[config.mk]
export PLATFORM = sky130hd
export DESIGN_NAME = wdt_keyed_top
export DESIGN_NICKNAME = d
export VERILOG_FILES = /design/src/rtl/wdt_pkg.sv /design/src/rtl/wdt_prescaler.sv /design/src/rtl/wdt_counter.sv /design/src/rtl/wdt_regfile.sv /design/src/rtl/wdt_keyed_top.sv
export SDC_FILE = /design/constraint.sdc
export NUM_CORES = 1
export LEC_CHECK = 0
export ABC_AREA = 1
export BUFFER_PORTS_ARGS = -buffer_cell sky130_fd_sc_hd__buf_2
export CELL_PAD_IN_SITES_DETAIL_PLACEMENT = 1
export CELL_PAD_IN_SITES_GLOBAL_PLACEMENT = 2
export CORE_MARGIN = 1
export CORE_UTILIZATION = 31
export CTS_CLUSTER_DIAMETER = 80
export DETAILED_ROUTE_END_ITERATION = 16
export GPL_TIMING_DRIVEN = 0
export PLACE_DENSITY_LB_ADDON = 0.1
export SLEW_MARGIN = 15
export SYNTH_ARGS = -nofsm -noshare
export SYNTH_HDL_FRONTEND = slang
export SYNTH_SLANG_ARGS = --single-unit
[constraint.sdc]
create_clock -name clk -period 3.2 [get_ports clk]
set_clock_uncertainty 0.2 [all_clocks]
set_input_delay 0.64 -clock clk [delete_from_list [all_inputs] [get_ports clk]]
set_output_delay 0.64 -clock clk [all_outputs]
set_load 0.005 [all_outputs]
[src/rtl/wdt_pkg.sv]
// Package wdt_pkg: register field positions and the stored configuration
// type shared by the register file and the top level.
package wdt_pkg;
    localparam int REG_W      = 16;
    localparam int BIT_UNLOCK = 15;  // guard register: unlock bit
    localparam int BIT_FLAG   = 14;  // guard register: expiry flag on read
    localparam int BIT_KICK   = 15;  // config register: kick command
    localparam int BIT_CHARGE = 14;  // config register: charge enable (write-only)
    localparam int BIT_BATT   = 3;
    localparam int BIT_EN     = 2;

    typedef struct packed {
        logic       charge;
        logic       batt;
        logic       en;
        logic [1:0] intv;
    } wdt_cfg_t;
endpackage

[src/rtl/wdt_prescaler.sv]
// Module wdt_prescaler: divides the clock into one tick every DIV cycles
// while run is high.
// Assumes restart and !run both return the phase to zero, so that a kick
// or a re-enable starts a full period.
module wdt_prescaler #(
    parameter int DIV = 1000
) (
    input  logic clk,
    input  logic rst_n,
    input  logic run,
    input  logic restart,
    output logic tick
);
    localparam int PW = (DIV > 1) ? $clog2(DIV) : 1;
    localparam logic [PW-1:0] LAST = PW'(DIV - 1);

    logic [PW-1:0] phase;

    assign tick = run && (phase == LAST);

    // Advance the phase while running and wrap it on a tick.
    always_ff @(posedge clk) begin
        if (!rst_n || restart || !run)
            phase <= '0;
        else if (tick)
            phase <= '0;
        else
            phase <= phase + 1'b1;
    end

    // With a divider above one, two ticks never fall on back-to-back cycles.
    assert_tick_spacing_R6: assert property (@(posedge clk) disable iff (!rst_n)
        (tick && DIV > 1) |=> !tick);
endmodule

[src/rtl/wdt_counter.sv]
// Module wdt_counter: counts prescaler ticks against a terminal count
// selected by the interval code, and raises a sticky expiry flag together
// with a one-cycle pulse.
// Assumes kick has priority over expiry and that disabling the timer
// does not clear the flag.
module wdt_counter #(
    parameter int BASE_TICKS = 16
) (
    input  logic       clk,
    input  logic       rst_n,
    input  logic       run,
    input  logic       kick,
    input  logic       tick,
    input  logic [1:0] intv,
    output logic       flag,
    output logic       pulse
);
    localparam int CW = $clog2(BASE_TICKS * 8) + 1;

    logic [CW-1:0] cnt;
    logic [CW-1:0] term_m1;
    logic          hit;

    assign term_m1 = (CW'(BASE_TICKS) << intv) - 1'b1;
    assign hit     = run && tick && (cnt >= term_m1);

    // Tick count: held at zero while stopped or kicked, wraps at expiry.
    always_ff @(posedge clk) begin
        if (!rst_n || kick || !run)
            cnt <= '0;
        else if (hit)
            cnt <= '0;
        else if (tick)
            cnt <= cnt + 1'b1;
    end

    // Sticky flag plus the pulse on its first setting.
    always_ff @(posedge clk) begin
        if (!rst_n || kick) begin
            flag  <= 1'b0;
            pulse <= 1'b0;
        end else begin
            pulse <= hit && !flag;
            if (hit)
                flag <= 1'b1;
        end
    end

    assert_kick_clears_R4: assert property (@(posedge clk) disable iff (!rst_n)
        kick |=> (cnt == '0) && !flag);
    assert_stopped_hold_R5: assert property (@(posedge clk) disable iff (!rst_n)
        (!run && !kick) |=> (cnt == '0) && (flag == $past(flag)));
    assert_sticky_R7: assert property (@(posedge clk) disable iff (!rst_n)
        (flag && !kick) |=> flag);
    assert_pulse_flag_R8: assert property (@(posedge clk) disable iff (!rst_n)
        pulse |-> flag);
    assert_pulse_once_R8: assert property (@(posedge clk) disable iff (!rst_n)
        pulse |=> !pulse);
endmodule

[src/rtl/wdt_regfile.sv]
// Module wdt_regfile: holds the guard and configuration registers, applies
// the unlock gate and forms the read data.
// Assumes the stored unlock value, not the one written in the same cycle,
// gates a configuration write, and that the kick is never gated.
module wdt_regfile
    import wdt_pkg::*;
(
    input  logic             clk,
    input  logic             rst_n,
    input  logic             bus_wr,
    input  logic             bus_addr,
    input  logic [REG_W-1:0] bus_wdata,
    input  logic             flag,
    output wdt_cfg_t         cfg,
    output logic             kick,
    output logic [REG_W-1:0] bus_rdata
);
    logic     unlock;
    logic     wr_guard;
    logic     wr_cfg;
    wdt_cfg_t cfg_next;

    assign wr_guard = bus_wr && !bus_addr;
    assign wr_cfg   = bus_wr && bus_addr;
    assign kick     = wr_cfg && bus_wdata[BIT_KICK];

    // Gather the configuration fields from the write data.
    always_comb begin
        cfg_next.charge = bus_wdata[BIT_CHARGE];
        cfg_next.batt   = bus_wdata[BIT_BATT];
        cfg_next.en     = bus_wdata[BIT_EN];
        cfg_next.intv   = bus_wdata[1:0];
    end

    // Guard register: the unlock bit.
    always_ff @(posedge clk) begin
        if (!rst_n)
            unlock <= 1'b0;
        else if (wr_guard)
            unlock <= bus_wdata[BIT_UNLOCK];
    end

    // Configuration register, written only while unlocked.
    always_ff @(posedge clk) begin
        if (!rst_n)
            cfg <= '0;
        else if (wr_cfg && unlock)
            cfg <= cfg_next;
    end

    // Read mux; kick and charge never read back.
    always_comb begin
        bus_rdata = '0;
        if (!bus_addr) begin
            bus_rdata[BIT_UNLOCK] = unlock;
            bus_rdata[BIT_FLAG]   = flag;
        end else begin
            bus_rdata[BIT_BATT] = cfg.batt;
            bus_rdata[BIT_EN]   = cfg.en;
            bus_rdata[1:0]      = cfg.intv;
        end
    end

    assert_locked_write_R3: assert property (@(posedge clk) disable iff (!rst_n)
        (wr_cfg && !unlock) |=> $stable(cfg));
    assert_guard_load_R2: assert property (@(posedge clk) disable iff (!rst_n)
        wr_guard |=> (unlock == $past(bus_wdata[BIT_UNLOCK])));
endmodule

[src/rtl/wdt_keyed_top.sv]
// Module wdt_keyed_top: watchdog timer with a key-gated configuration
// register. It connects the register file, the tick prescaler and the
// interval counter.
// Assumes a single clock domain and combinational read data.
module wdt_keyed_top
    import wdt_pkg::*;
#(
    parameter int PRESCALE_DIV = 1000,
    parameter int BASE_TICKS   = 16
) (
    input  logic        clk,
    input  logic        rst_n,
    input  logic        bus_wr,
    input  logic        bus_addr,
    input  logic [15:0] bus_wdata,
    output logic [15:0] bus_rdata,
    output logic        wdt_expired,
    output logic        wdt_expire_pulse,
    output logic        batt_en,
    output logic        charge_en
);
    wdt_cfg_t cfg;
    logic     kick;
    logic     tick;

    wdt_regfile u_regs (
        .clk       (clk),
        .rst_n     (rst_n),
        .bus_wr    (bus_wr),
        .bus_addr  (bus_addr),
        .bus_wdata (bus_wdata),
        .flag      (wdt_expired),
        .cfg       (cfg),
        .kick      (kick),
        .bus_rdata (bus_rdata)
    );

    wdt_prescaler #(.DIV(PRESCALE_DIV)) u_presc (
        .clk     (clk),
        .rst_n   (rst_n),
        .run     (cfg.en),
        .restart (kick),
        .tick    (tick)
    );

    wdt_counter #(.BASE_TICKS(BASE_TICKS)) u_cnt (
        .clk   (clk),
        .rst_n (rst_n),
        .run   (cfg.en),
        .kick  (kick),
        .tick  (tick),
        .intv  (cfg.intv),
        .flag  (wdt_expired),
        .pulse (wdt_expire_pulse)
    );

    assign batt_en   = cfg.batt;
    assign charge_en = cfg.charge;
endmodule

# Word level (Yosys, flattened, before mapping)
# Cells that the tools add are included.
[totals]
register_bits = 26
latchBits = 0
mem_bits_rw = 0
mem_bits_ro = 0
inputBits = 20
out_inout_bits = 20
wordCells = 33
mem_count = 0
[classes]
add_sub_neg = 3
mul = 0
div_mod_pow = 0
order_cmp = 1
n_eq_ne = 1
n_shift = 1
n_mux = 2
bitwise = 0
n_reduce_logical = 16
[ops]
columns = ["operator", "count"]
rows = [
  ["$add A10 B1 Y10 const B", 1],
  ["$eq A10 B10 Y1 const B", 1],
  ["$add A8 B1 Y8 const B", 1],
  ["$ge A8 B8 Y1", 1],
  ["$logic_and A1 B1 Y1", 8],
  ["$shl A5 B2 Y8 const A", 1],
  ["$sub A8 B1 Y8 const B", 1],
  ["$logic_not A1 Y1", 4],
  ["$mux W4", 1],
  ["$reduce_or A2 Y1", 2],
  ["$logic_or A1 B1 Y1", 2],
  ["$mux W2", 1],
]

# Logic depth before layout (Yosys ltp)
# Gate-level depths: netlist (run 1).
[depth]
ltp_word = 5
ltp_mapped = 9
ltp_nobuf = 9

# Modules after synthesis
# A second synthesis (run 1) with hierarchy kept.
[unflattened]
hier_cells = 206
area_unflattened_um2 = 1481.4
[modules_own_cells]
columns = ["mod", "instances", "cells_per_inst", "area_per_inst_um2", "seq_area_each_um2"]
rows = [
  ["wdt_counter", 1, 76, 596.8, 200.2],
  ["wdt_prescaler", 1, 66, 485.5, 200.2],
  ["wdt_regfile", 1, 64, 399.1, 120.1],
]

# Least setup slack after synthesis (run 1)
# Ideal clock, no wire load.
[synth_timing]
path_kind = "input to output"
start = "input port bus_addr"
end = "output port bus_rdata[14]"
arrival_time_ns = 0.910
required_time_ns = 2.360
path_slack_ns = 1.450
path_stages = 2
n_path_buf = 1
path_cell_list = "buf_2 nor2_1"
[synth_via]
elab_chain_cells = 1
[synth_lines]
columns = ["element", "line_no", "rtl"]
rows = [
  ["from (decl)", "wdt_keyed_top.sv:14", "input logic bus_addr,"],
  ["$mux W2", "wdt_regfile.sv:54", "if (!bus_addr) begin"],
  ["to (decl)", "wdt_keyed_top.sv:16", "output logic [15:0] bus_rdata,"],
]
# Every way passes these cells.

# Worst setup path in the final report (run 1)
[layout_timing]
start = "input port bus_addr"
end = "output port bus_rdata[1]"
[layout_via]
elab_chain_cells = 1
[layout_lines]
columns = ["element", "line_no"]
rows = [
  ["$mux W4", "wdt_regfile.sv:54"],
]
# Every way passes these cells.

==> results.sh, run 1 <==
export IMPL_antenna_cells=0
export IMPL_crit_path_max_incr_delay_ns=0.18
export IMPL_grt_usage_pct=14.3
export IMPL_peakVddDrop_mv=0.138
export IMPL_root_buffer="clkbuf_8"
export IMPL_pwr_density_cell_nw_per_um2=340
export IMPL_ant_nets=0
export IMPL_timing_fmax_mhz=526
export IMPL_ctsLongestPathBuffers=2
export IMPL_critical_path_arrival_ns=1.06
export IMPL_drt_initial_drc_count=23
export IMPL_grt_pass1_vias=1360
export IMPL_crit_cells=4
export IMPL_row_count=24
export IMPL_ys_warn_count=0
export IMPL_wl_per_cell_um=11.4
export IMPL_netlist_area_um2=1480
export IMPL_cts_tree="built"
export IMPL_cts_hold_fix_buffers=0
export IMPL_reg2reg_depth=9
export IMPL_dieHeight_um=71.2
export IMPL_numCtsBuffers=3
export IMPL_setup_tns_ns=0
export IMPL_clk_pin_slew_ns=0.09
export IMPL_post_cts_buffers=0
export IMPL_drv_slew=0
export IMPL_violations="DRC"
export IMPL_rsz0062_at_grt="no"
export IMPL_fillCellCount=588
export IMPL_die_area_um2=5070
export IMPL_layout_common_cells="nand2_1, dfxtp_1, inv_1"
export IMPL_netlist_instances=197
export IMPL_clk_latency_ns=0.27
export IMPL_synth_seq_cells=26
export IMPL_ys_seq_area_share_pct=35.1
export IMPL_min_period_ns=1.90
export IMPL_viasPerCell=4.56
export IMPL_cpMaxStageDelayCell="buf_2"
export IMPL_fin_crit_sh_pct=59.4
export IMPL_cts_sinks=26
export IMPL_holdCritPathClass="reg -> reg"
export IMPL_avgSynthCellArea_um2=7.53
export IMPL_rrSetupSlack_ns=1.56
export IMPL_grt_pass1_wl_um=5820
export IMPL_path_common_cell="buf_2"
export IMPL_port_buffers=18
export IMPL_pin_count=40
export IMPL_final_common_cell="nand2_1"
export IMPL_hold_violations=0
export IMPL_path_buf_inv=3
export IMPL_setup_viol=0
export IMPL_p_leak_nw=0.730
export IMPL_grt_ovfl_total=0
export IMPL_crit_chain="buf_2 > nand2_1 > inv_1 > buf_2"
export IMPL_crit_path_start="bus_addr"
export IMPL_ys_types=30
export IMPL_drc_errors=1
export IMPL_cp_max_fo=9
export IMPL_drt_wl_total_um=3180
export IMPL_layout_nets=255
export IMPL_crit_end="bus_rdata[1]"
export IMPL_status="finished with violations"
export IMPL_final_cells=280
export IMPL_htreeDepth=1
export IMPL_critPathKind="in -> out"
export IMPL_drv_cap=0
export IMPL_antenna_found_initial=0
export IMPL_start_util_pct=33.2
export IMPL_grt_max_degree=15
export IMPL_cts_resized=0
export IMPL_die_width_um=71.2
export IMPL_drive_above_1_share_pct=27.6
export IMPL_critPathLaunchType="input port"
export IMPL_area_growth_pct=16.4
export IMPL_r2r_end="u_cnt.cnt[3]$_SDFFE_PP0P_"
export IMPL_crit_path_end_kind="output port"
export IMPL_hpwl_um=2550
export IMPL_firstDrtPassIters=10
export IMPL_dp_cells=276
export IMPL_rr_startpoint="u_regs.cfg[0]$_SDFFE_PN0P_"
export IMPL_core_um2=4470
export IMPL_vias=1278
export IMPL_crit_family="buffers and inverters"
export IMPL_gp_congestion=0.702
export IMPL_crit_required_ns=2.36
## worst min-delay path by stage
stage | startpoint | to | slack, ns | cells after the start
2_1_floorplan | u_presc.phase[0]$_SDFF_PP0_ | u_presc.phase[0]$_SDFF_PP0_ | 0.22 | 1
3_3_place_gp | u_presc.phase[0]$_SDFF_PP0_ | u_presc.phase[0]$_SDFF_PP0_ | 0.23 | 1
3_5_place_dp | u_presc.phase[0]$_SDFF_PP0_ | u_presc.phase[0]$_SDFF_PP0_ | 0.24 | 1
4_1_cts | u_presc.phase[0]$_SDFF_PP0_ | u_presc.phase[0]$_SDFF_PP0_ | 0.26 | 1
5_1_grt | u_presc.phase[0]$_SDFF_PP0_ | u_presc.phase[0]$_SDFF_PP0_ | 0.29 | 1
6_report | u_regs.cfg[4]$_SDFFE_PN0P_ | u_regs.cfg[4]$_SDFFE_PN0P_ | 0.25 | 2
## sequential cells by signal (all words and copies together) (netlist names)
| signal | count |
|---|---|
| u_cnt.cnt | 8 |
| u_cnt.flag | 1 |
| u_cnt.pulse | 1 |
| u_presc.phase | 10 |
| u_regs.cfg | 5 |
| u_regs.unlock | 1 |
## cell type report
class	instances	area, um^2	area share, %
multi-input combinational	140	805	46.6
buffer	11	80.1	4.63
sequential	26	520	30.1
clock buffer	4	55.1	3.19
inverter	29	113	6.52
timing repair buffer	18	90.1	5.21
tap	52	65.1	3.77
## worst register-to-register path, stage by stage (launching register included)
cell     delay, ns
dfxtp_1       0.39
nand2_1       0.08
ha_1          0.27
nand2_1       0.10
inv_1         0.05
nand2_1       0.07
nand3_2       0.13
nand2_8       0.12
nand2_8       0.08
a21oi_2       0.10
## where the power goes
group          internal, mW  switching (mW)
sequential            0.326         0.00207
clock                 0.110           0.109
combinational        0.0187          0.0213
total                 0.455           0.132
## cells in the mapped netlist (all sizes together)
master,instances,area share (%)
nand2,42,14
inv,28,7.3
nor2,27,9.8
dfxtp,26,35
nand3,19,7.9
a21oi,15,6.1
buf,11,5.4
o21ai,9,3.0
ha,6,5.1
nand4,3,1.3
xor2,3,1.8
conb,2,0.51
nor3,2,1.0
o21bai,2,1.0
clkinv,1,0.34
nor3b,1,0.84
## per-stage QoR
stage	setup WS [ns]	hold slack (ns)	util [%]	power [mW]	area, um^2
floorplan	1.45	0.218	-	0.364	1520
global placement	1.32	0.226	37.4	0.375	1670
detailed placement	1.30	0.237	37.4	0.376	1670
CTS	1.30	0.258	38.6	0.603	1730
global route	1.26	0.293	38.6	0.621	1730
finish	1.30	0.248	38.6	0.587	1730
## per-layer routing
layer	vias to the layer above	part of all wire, %	GRT usage (%)
li1	665	-	-
met1	586	46	17.2
met2	25	48	25.4
met3	2	4.8	2.99
met4	0	0.53	4.67
met5	-	0	0
## cell families after synthesis
kind of cell    after synthesis  synth area share, %
compound gates               26                 10.1
xor+xnor                      3                 1.77
fa+ha+maj                     6                 5.06
buf+inv                      40                 13.0
flops                        26                 35.1
other cells                   2                0.506
simple gates                 94                 34.5
Power figures use the tool's default switching activity.
==> run 2: changes to the inputs <==
- CORE_UTILIZATION: 31 -> 26
- clock period: 3.2 -> 1.6 ns (I/O delays scaled with it)
==> run 2 against run 1 <==
The run now ends clean. Total power grew 120%. Cell area is 12% higher. Utilization shrank 3.5 points. Sequential share of layout area fell by 2.4 points. Wire length rose by 10%. Critical path depth is 5 higher. Hold slack got worse by 0.12 ns. First-iteration DRC count grew 83%. Register-to-register slack got worse by 1.5 ns. Combinational power up 110%.
==> results.sh, run 2 (synthesized netlist as in run 1, its figures left out) <==
export IMPL_row_count=27
export IMPL_pre_cts_slack_ns=-0.0783
export IMPL_root_buffer="clkbuf_8"
export IMPL_drt_wl_total_um=3500
export IMPL_rr_startpoint="u_regs.cfg[1]$_SDFFE_PN0P_"
export IMPL_dpl_instance_area_um2=1700
export IMPL_port_buffers=18
export IMPL_top_register="u_presc.phase"
export IMPL_largest_reg_flops=10
export IMPL_drt_initial_drc_count=42
export IMPL_wl_per_cell_um=11.5
export IMPL_clk_pin_slew_ns=0.09
export IMPL_cts_sinks=26
export IMPL_core_um2=5510
export IMPL_setup_viol=0
export IMPL_crit_path_max_incr_delay_ns=0.39
export IMPL_drv_slew=0
export IMPL_grt_pass1_vias=1359
export IMPL_setup_ws_ns=0.0166
export IMPL_layout_common_cells="nand2_1, inv_1, buf_2"
export IMPL_hold_violations=0
export IMPL_critPathKind="reg -> reg"
export IMPL_critPathLaunchType="flop"
export IMPL_dieHeight_um=77.5
export IMPL_die_area_um2=6010
export IMPL_critical_path_arrival_ns=1.60
export IMPL_gp_congestion=0.727
export IMPL_timing_fmax_mhz=632
export IMPL_ant_nets=0
export IMPL_area_growth_pct=30.3
export IMPL_hp_start="bus_wdata[1]"
export IMPL_cts_hold_fix_buffers=0
export IMPL_htreeDepth=1
export IMPL_whs_ns=0.123
export IMPL_p_leak_nw=0.792
export IMPL_crit_path_start="u_regs.cfg[1]$_SDFFE_PN0P_"
export IMPL_vias=1325
export IMPL_crit_chain="inv_2 > ha_4 > nand2_1 > nor2_1 > nand2_1 > nand3_4 > nand2_8 > buf_4 > a21oi_2"
export IMPL_cts_tree="built"
export IMPL_clk_latency_ns=0.28
export IMPL_antenna_found_initial=0
export IMPL_numCtsBuffers=3
export IMPL_fillCellCount=701
export IMPL_top_regs="u_presc.phase (10), u_cnt.cnt (8), u_regs.cfg (5)"
export IMPL_start_util_pct=26.9
export IMPL_setup_tns_ns=0
export IMPL_crit_required_ns=1.62
export IMPL_layout_nets=260
export IMPL_die_width_um=77.5
export IMPL_cp_max_fo=4
export IMPL_pwr_density_cell_nw_per_um2=672
export IMPL_viasPerCell=4.34
export IMPL_fin_crit_sh_pct=99.0
export IMPL_drc_errors=0
export IMPL_path_common_cell="nand2_1"
export IMPL_antenna_cells=0
export IMPL_firstDrtPassIters=4
export IMPL_rsz0062_at_grt="yes"
export IMPL_crit_path_end_kind="flop"
export IMPL_holdCritPathClass="in -> reg"
export IMPL_drive_above_1_share_pct=37.8
export IMPL_status="completed"
export IMPL_grt_max_degree=16
export IMPL_min_period_ns=1.58
export IMPL_hpwl_um=2600
export IMPL_ctsLongestPathBuffers=2
export IMPL_drv_cap=0
export IMPL_grt_usage_pct=12.4
export IMPL_pin_count=40
export IMPL_grt_pass1_wl_um=5960
export IMPL_grt_ovfl_total=0
export IMPL_final_cell_area_um2=1930
export IMPL_peakVddDrop_mv=0.385
export IMPL_final_common_cell="nand2_1"
export IMPL_cpMaxStageDelayCell="dfxtp_4"
==> run 2: metrics by stage <==
stage / power [mW] / utilization [%] / std cells
final: 1.30 / 35.1 / 305
after global routing: 1.35 / 35.1 / 305
after CTS: 1.32 / 34.0 / 303
after detailed placement: 0.752 / 30.8 / 296
after global placement: 0.750 / 30.8 / 296
after floorplan: 0.728 / - / 206
==> run 2: worst max-delay path: cells and delay by family, from the launching register on <==
kind	cells	cell delay, ns
fa+ha+maj	1	0.26
compound gates	1	0.10
flops	1	0.39
buf+inv	2	0.19
simple gates	5	0.40
==> run 2: cell type report <==
| class | instances | area (um^2) | share of cell area (%) |
|---|---|---|---|
| Buffer | 11 | 80.1 | 4.14 |
| Clock buffer | 3 | 41.3 | 2.14 |
| Clock inverter | 1 | 30.0 | 1.55 |
| Timing Repair Buffer | 22 | 120 | 6.21 |
| Inverter | 29 | 113 | 5.83 |
| Multi-Input combinational cell | 141 | 923 | 47.8 |
| Sequential cell | 26 | 536 | 27.7 |
| Tap cell | 72 | 90.1 | 4.66 |
==> run 2: power by group <==
group,internal (mW),switching [mW]
sequential,0.650,0.00541
clock,0.335,0.224
combinational,0.0400,0.0445
total,1.03,0.274
==> run 2: what timing repair did <==
item | CTS | global route
buffers inserted | 2 | 2
setup endpoints to repair | 10 | 8
pin swaps | 7 | 6
gates resized for setup | 20 | 12
gates cloned | 1 | 0
hold endpoints to repair | 0 | 0
==> run 2: final timing paths <==
check | endpoint | slack, ns | depth (start not counted)
worst max-delay path | u_cnt.flag$_SDFFE_PP0P_ | 0.02 | 9
worst min register to register | u_regs.cfg[4]$_SDFFE_PN0P_ | 0.25 | 2
worst max register to register | u_cnt.flag$_SDFFE_PP0P_ | 0.02 | 9
worst min-delay path | u_regs.cfg[1]$_SDFFE_PN0P_ | 0.12 | 3
==> run 2: per-layer routing <==
| layer | share of wire [%] | wire [um] | vias to the layer above | GRT usage [%] |
|---|---|---|---|---|
| met1 | 43 | 1500 | 631 | 14.2 |
| met4 | 0.43 | 15 | 0 | 1.70 |
| met5 | 0 | 0 | - | 0 |
| li1 | - | - | 677 | - |
| met3 | 3.1 | 108 | 2 | 2.82 |
| met2 | 54 | 1880 | 15 | 23.7 |
==> run 3: changes to the inputs <==
- CORE_ASPECT_RATIO: default -> 1.75
- SLEW_MARGIN: 15 -> 20
==> run 3 against run 2 <==
Combinational power is 3.6% higher. Clock-buffer cell count is the same. Critical path type unchanged. First-iteration DRC count fell by 67%. Non-clock buffer count decreased by 2.
==> results.sh, run 3 (synthesized netlist as in run 1, its figures left out) <==
export IMPL_status="completed"
export IMPL_seqCellArea_um2=534
export IMPL_pin_count=40
export IMPL_timing_fmax_mhz=638
export IMPL_critPathKind="reg -> reg"
export IMPL_largest_reg_flops=10
export IMPL_peakVddDrop_mv=0.453
export IMPL_top_register="u_presc.phase"
export IMPL_drv_cap=0
export IMPL_core_um2=5540
export IMPL_crit_chain="nand2_2 > ha_4 > nand2_2 > nor2_2 > nand2_1 > nand3_2 > nand2_8 > nand2_8 > nor2_2"
export IMPL_htreeDepth=1
export IMPL_grt_max_degree=16
export IMPL_rsz0062_at_grt="yes"
export IMPL_numCtsBuffers=3
export IMPL_drt_wl_total_um=3640
export IMPL_cts_hold_fix_buffers=0
export IMPL_whs_ns=0.119
export IMPL_cts_tree="built"
export IMPL_drt_initial_drc_count=14
export IMPL_drc_errors=0
export IMPL_clk_pin_slew_ns=0.10
export IMPL_setup_viol=0
export IMPL_row_count=36
export IMPL_min_period_ns=1.57
export IMPL_firstDrtPassIters=3
export IMPL_top_regs="u_presc.phase (10), u_cnt.cnt (8), u_regs.cfg (5)"
export IMPL_vias=1309
export IMPL_grt_pass1_wl_um=6380
export IMPL_p_leak_nw=0.765
export IMPL_layout_nets=258
export IMPL_crit_required_ns=1.58
export IMPL_die_area_um2=6030
export IMPL_drv_slew=0
export IMPL_die_width_um=59.1
export IMPL_holdCritPathClass="in -> reg"
export IMPL_final_common_cell="nand2_1"
export IMPL_hold_violations=0
export IMPL_start_util_pct=26.8
export IMPL_hpwl_um=2870
export IMPL_fin_crit_sh_pct=98.0
export IMPL_gp_congestion=0.740
export IMPL_ant_nets=0
export IMPL_dpl_instance_area_um2=1700
export IMPL_area_growth_pct=28.1
export IMPL_critPathLaunchType="flop"
export IMPL_fillCellCount=709
export IMPL_port_buffers=18
export IMPL_crit_path_max_incr_delay_ns=0.38
export IMPL_cts_sinks=26
export IMPL_cp_max_fo=8
export IMPL_setup_ws_ns=0.0314
export IMPL_setup_tns_ns=0
export IMPL_layout_common_cells="nand2_1, inv_1, buf_2"
export IMPL_dieHeight_um=102
export IMPL_pre_cts_slack_ns=-0.0709
export IMPL_final_util_pct=34.3
export IMPL_crit_path_end_kind="flop"
export IMPL_final_cell_area_um2=1900
export IMPL_ctsLongestPathBuffers=2
export IMPL_clk_latency_ns=0.28
export IMPL_grt_usage_pct=13.8
export IMPL_grt_pass1_vias=1430
export IMPL_root_buffer="clkbuf_8"
export IMPL_antenna_found_initial=0
export IMPL_wl_per_cell_um=11.9
export IMPL_critical_path_arrival_ns=1.55
export IMPL_cpMaxStageDelayCell="dfxtp_4"
export IMPL_pwr_density_cell_nw_per_um2=688
export IMPL_multi_input_area_um2=900
export IMPL_viasPerCell=4.26
export IMPL_grt_ovfl_total=0
export IMPL_antenna_cells=0
export IMPL_drive_above_1_share_pct=37.7
==> run 3: cell count changes in the layout (fill, tap and decap cells not counted), sizes merged <==
cell,before,now
buf,33,31
==> run 3: worst paths after layout <==
kind	end	cells after the start	slack [ns]	start
setup reg to reg	u_cnt.cnt[6]$_SDFFE_PP0P_	9	0.03	u_regs.cfg[1]$_SDFFE_PN0P_
hold / removal	u_regs.cfg[1]$_SDFFE_PN0P_	3	0.12	bus_wdata[1]
setup / recovery	u_cnt.cnt[6]$_SDFFE_PP0P_	9	0.03	u_regs.cfg[1]$_SDFFE_PN0P_
hold reg to reg	u_regs.cfg[4]$_SDFFE_PN0P_	2	0.25	u_regs.cfg[4]$_SDFFE_PN0P_
==> run 3: timing repair <==
| action | CTS | global route |
|---|---|---|
| resized for setup | 21 | 8 |
| setup endpoints to repair | 10 | 10 |
| endpoints found under the hold margin | 0 | 0 |
| setup buffers | 2 | 0 |
| pin swaps | 11 | 6 |
| gates cloned | 1 | 0 |
==> run 3: cell type report <==
type                    count  share of cell area [%]
plain buffers              11                    4.21
clock buffers               3                    2.17
clock inverters             1                    1.58
inverters                  29                    6.06
multi-input cells         141                    47.3
flip-flops and latches     26                    28.1
well taps                  76                    5.00
repair buffers             20                    5.53
==> run 3: layer usage <==
metal	track usage, %	share of wire (%)	vias up
met4	4.40	0.69	0
met5	0	0	-
met3	1.65	1.0	2
met1	13.7	37	631
met2	28.2	61	3
li1	-	-	673
==> run 3: power breakdown <==
| part | switching, mW | total [mW] | internal [mW] |
|---|---|---|---|
| clock | 0.228 | 0.563 | 0.335 |
| combinational | 0.0462 | 0.0875 | 0.0413 |
| sequential | 0.00492 | 0.657 | 0.652 |
| total | 0.279 | 1.31 | 1.03 |
==> run 3: per-stage QoR <==
stage / std cells / total power [mW]
after floorplan: 206 / 0.728
after global placement: 300 / 0.750
after detailed placement: 300 / 0.753
after CTS: 307 / 1.33
after global routing: 307 / 1.36
final: 307 / 1.31
==> run 3: worst max-delay path: cells and delay by family, from the launching register on <==
| family | cells | cell delay [ns] |
|---|---|---|
| adder cells (fa/ha/maj) | 1 | 0.26 |
| flip-flops | 1 | 0.38 |
| AND/OR/NAND/NOR | 8 | 0.62 |
